===== src/rtl/mixsign_mul_pkg.sv =====
package mixsign_mul_pkg;

    localparam int OPND_W = 16;
    localparam int ACC_W  = 40;

    typedef enum logic {
        MODE_INT  = 1'b0,
        MODE_FRAC = 1'b1
    } mul_mode_e;

    // Extension bit for one operand: its MSB when it is signed, zero otherwise
    function automatic logic ext_bit(input logic msb, input logic is_signed);
        return msb & is_signed;
    endfunction

endpackage


===== src/rtl/mixsign_mul_ext.sv =====
module mixsign_mul_ext #(
    parameter int W = 16
) (
    input  logic [W-1:0]        din,
    input  logic                is_signed,
    output logic signed [W:0]   dext
);
    import mixsign_mul_pkg::*;

    always_comb begin
        dext = $signed({ext_bit(din[W-1], is_signed), din});
    end
endmodule


===== src/rtl/mixsign_mul_core.sv =====
module mixsign_mul_core #(
    parameter int W = 16
) (
    input  logic signed [W:0]       a_ext,
    input  logic signed [W:0]       b_ext,
    output logic signed [2*W+1:0]   prod
);
    localparam int PW = 2 * (W + 1);

    logic signed [PW-1:0] a_wide;
    logic signed [PW-1:0] b_wide;

    always_comb begin
        a_wide = PW'(a_ext);
        b_wide = PW'(b_ext);
        prod   = a_wide * b_wide;
    end
endmodule


===== src/rtl/mixsign_mul_scale.sv =====
module mixsign_mul_scale #(
    parameter int W  = 16,
    parameter int AW = 40
) (
    input  logic signed [2*W+1:0]   prod,
    input  mixsign_mul_pkg::mul_mode_e mode,
    output logic [AW-1:0]           scaled
);
    import mixsign_mul_pkg::*;

    logic signed [AW-1:0] wide;

    always_comb begin
        wide = AW'(prod);
        if (mode == MODE_FRAC) begin
            scaled = wide <<< 1;
        end else begin
            scaled = wide;
        end
    end
endmodule


===== src/rtl/mixsign_mul.sv =====
module mixsign_mul #(
    parameter int W  = mixsign_mul_pkg::OPND_W,
    parameter int AW = mixsign_mul_pkg::ACC_W
) (
    input  logic            clk,
    input  logic            rst,
    input  logic [W-1:0]    opnd_a,
    input  logic [W-1:0]    opnd_b,
    input  logic            a_is_signed,
    input  logic            b_is_signed,
    input  logic            frac_en,
    output logic [AW-1:0]   prod_out
);
    import mixsign_mul_pkg::*;

    localparam int EW = W + 1;
    localparam int PW = 2 * EW;
    localparam int NOPS = 2;

    logic [W-1:0]          opnd   [NOPS];
    logic                  sflag  [NOPS];
    logic signed [EW-1:0]  ext    [NOPS];
    logic signed [PW-1:0]  raw_prod;
    logic [AW-1:0]         scaled;
    mul_mode_e             mode;

    always_comb begin
        opnd[0]  = opnd_a;
        opnd[1]  = opnd_b;
        sflag[0] = a_is_signed;
        sflag[1] = b_is_signed;
        mode     = frac_en ? MODE_FRAC : MODE_INT;
    end

    for (genvar i = 0; i < NOPS; i++) begin : g_ext
        mixsign_mul_ext #(.W(W)) ext_i (
            .din       (opnd[i]),
            .is_signed (sflag[i]),
            .dext      (ext[i])
        );
    end

    mixsign_mul_core #(.W(W)) core_i (
        .a_ext (ext[0]),
        .b_ext (ext[1]),
        .prod  (raw_prod)
    );

    mixsign_mul_scale #(.W(W), .AW(AW)) scale_i (
        .prod   (raw_prod),
        .mode   (mode),
        .scaled (scaled)
    );

    always_ff @(posedge clk) begin
        if (rst) begin
            prod_out <= '0;
        end else begin
            prod_out <= scaled;
        end
    end
endmodule


===== config.mk =====
export PLATFORM = sky130hd
export DESIGN_NAME = mixsign_mul
export DESIGN_NICKNAME = d
export VERILOG_FILES = /design/src/rtl/mixsign_mul_pkg.sv /design/src/rtl/mixsign_mul_ext.sv /design/src/rtl/mixsign_mul_core.sv /design/src/rtl/mixsign_mul_scale.sv /design/src/rtl/mixsign_mul.sv
export SDC_FILE = /design/constraint.sdc
export NUM_CORES = 1
export LEC_CHECK = 0
export BUFFER_PORTS_ARGS = -buffer_cell sky130_fd_sc_hd__buf_2
export CAP_MARGIN = 20
export CORE_ASPECT_RATIO = 1.4
export CORE_UTILIZATION = 65
export DETAILED_ROUTE_END_ITERATION = 16
export GPL_ROUTABILITY_DRIVEN = 0
export PLACE_DENSITY = 0.85
export SLEW_MARGIN = 20
export SYNTH_ARGS = -nofsm -noshare
export SYNTH_HDL_FRONTEND = slang
export SYNTH_SLANG_ARGS = --single-unit

===== constraint.sdc =====
create_clock -name clk -period 9.7 [get_ports clk]
set_input_delay 1.94 -clock clk [delete_from_list [all_inputs] [get_ports clk]]
set_output_delay 1.94 -clock clk [all_outputs]
set_load 0.05 [all_outputs]

==> qor.txt <==
Status -> completed
Max Transition Viols Final -> 0
Slowest CP cell -> fa_1
Clk slew on worst S/H paths -> 0.05 ns
Total grt overflow -> 0
CTS Buffer Depth -> 2
Detailed Route Iter0 Violations -> 415
Syn Nets -> 1743
Post-CTS Setup Bufs -> 0
Crit path launch -> opnd_a[15]
# rows -> 58
Die height -> 163.8 um
Largest net degree at the start of global routing -> 38
Worst path cell trace -> buf_2 -> and2_1 -> nand2_1 -> inv_1 -> fa_1 -> fa_1 -> inv_1 -> fa_1 -> inv_1 -> fa_1 -> fa_1 -> inv_1 -> fa_1 -> inv_1 -> ha_1 -> a21oi_2 -> nand2_1 -> a221o_1 -> a31oi_1 -> a311oi_1 -> a311o_1 -> a2111o_1 -> nand3_1
Final Cycle Share -> 85.86%
Worst setup margin -> 1.371 ns
Biggest register -> prod_out
Tot GR Track Use -> 32.50%
FILL cells -> 1342
Largest area contributor in the netlist -> fa_1
Most frequent cell after synthesis -> inv_1
First-pass GRT wire length -> 48660 um
Crit-path most repeated cell -> fa_1
Drt first pass iters -> 5
PortBufs -> 76
CTS tree -> built
Initial Util -> 67.03%
Antenna Cells -> 0
Worst-margin pin slew -> 0.8473 ns
Post-DRT Antenna Nets -> 0
Largest cells by area after synthesis -> fa_1 (49%), inv_1 (9.5%), ha_1 (8.7%)
Top flop regs -> prod_out (35)
DR vias -> 9234
Max transition margin -> 43.34%
CP endpoint -> prod_out[32]
Hpwl dp -> 23660 um
Hold-fix buffers at CTS -> 0
Share of layout cells above drive strength 1 -> 7.443%
Cell count after synthesis -> 1325
Worst path arrival time -> 8.55 ns
Critical path class -> input port to flop
Highest clock rate -> 120.1 MHz
Placed cells -> 1589
Inserted Clock Buffers -> 5
Final setup viols -> 0
Post-place instance area -> 12630 um2
Endpoint class of the critical path -> flop
Post-CTS Resized -> 0
Die Area -> 19270 um2
Largest stage delay, worst path -> 0.54 ns
Distinct cells, synth -> 55
Commonest cells in the netlist -> inv_1 (309), fa_1 (296), nand2_1 (168), and2_1 (130), ha_1 (85)
Clock sinks -> 35
Drt total wl -> 28560 um
Design area -> 12800 um2
Synth Register Bits -> 35
Final Critical Period -> 8.329 ns
Initial antenna violation count -> 0
Number of flip-flops in the largest register -> 35
Synth top area share -> 48.72%
Share of flip-flops with an asynchronous set or reset -> 0%
Post-route DRC -> 0
Ys Warns -> 0
Setup WS pre-CTS -> 1.171 ns
Layout Area Growth over Synthesis -> 5.227%
Final net count -> 1774
Max-cap check violation count -> 0
Data required, critical path -> 9.92 ns
Vias in the first global route -> 10480
Cell Area, Synth -> 12160 um2
Final hold violation count -> 0
Die X -> 117.6 um
Top_reg_cell synth -> dfxtp_1
Crit start category -> input port
# IOs -> 77
Drt wl/cell -> 17.88 um
RSZ-0062 raised after global routing -> false
Hold WC Path Type -> input port to flop
Vias per cell -> 5.782
Crit path max fanout -> 23
Root Buffer -> clkbuf_16
Core Region -> 18140 um2
Clock H-tree levels -> 2
Post-synth EDFFs -> 0
Avg Synthesized Cell Area -> 9.179 um2
Fin cells -> 1597
Total Neg Setup Slack -> 0 ns
Sequential area share after synthesis -> 5.761%
## cell usage in the layout, fill, tap and decap left out, drive strengths merged, types with 24 or more instances in the layout
| cell type | instances |
|---|---|
| and2 | 130 |
| a21oi | 33 |
| inv | 309 |
| fa | 296 |
| buf | 76 |
| dfxtp | 35 |
| nand2 | 168 |
| xnor2 | 24 |
| nor2 | 45 |
| ha | 85 |
## worst max-delay path: cells and delay by family
kind                       cells  cell delay [ns]
buffers and inverters          6             0.66
adders and majority gates      7             3.28
AOI/OAI and AO/OA              6             1.90
and+or+nand+nor                4             0.79
## how the worst min path moves through the flow
stage	start	cells past startpoint	slack (ns)	endpoint
after floorplan	opnd_a[0]	1	2.09	prod_out[0]
after global placement	opnd_b[0]	3	2.40	prod_out[1]
after detailed placement	prod_out[17]	1	2.41	prod_out[17]
after CTS	opnd_b[0]	3	2.12	prod_out[1]
after global routing	opnd_b[0]	2	2.16	prod_out[0]
final	opnd_b[0]	3	2.13	prod_out[1]
## per-layer routing
metal / part of all wire, % / global-route usage (%) / vias up / wire length (um)
met5: 0 / 0 / - / 0
met4: 9.1 / 25.99 / 0 / 2606
met3: 4.8 / 3.264 / 143 / 1362
met2: 55 / 61.76 / 368 / 15720
met1: 31 / 32.13 / 4724 / 8867
li1: - / - / 3999 / -
## cell families after synthesis
family | after synthesis | share of synthesized area, %
muxes | 15 | 1.235
buffers and inverters | 361 | 11.30
adders and majority gates | 381 | 57.47
AOI/OAI and AO/OA | 105 | 6.019
xor gates and xnor gates | 28 | 2.016
and+or+nand+nor | 400 | 16.20
DFF | 35 | 5.761
## cell type report
class | count | area (um2) | share of cell area [%]
well taps | 240 | 300.3 | 2.346
clock buffers | 5 | 125.1 | 0.9777
inverters | 309 | 1160 | 9.063
clock inverters | 3 | 43.79 | 0.3422
repair buffers | 76 | 380.4 | 2.972
multi-input cells | 929 | 10090 | 78.82
flip-flops and latches | 35 | 700.7 | 5.475
## stage by stage
| stage | hold WS (ns) | utilization, % |
|---|---|---|
| final | 2.127 | 70.54 |
| after global routing | 2.161 | 70.54 |
| after CTS | 2.118 | 70.54 |
| after detailed placement | 2.408 | 69.61 |
| after global placement | 2.400 | 69.61 |
| after floorplan | 2.086 | - |
Power is left out: the tool's default activity adds up to more than one toggle a clock period on the data nets, which glitch-free logic cannot reach.
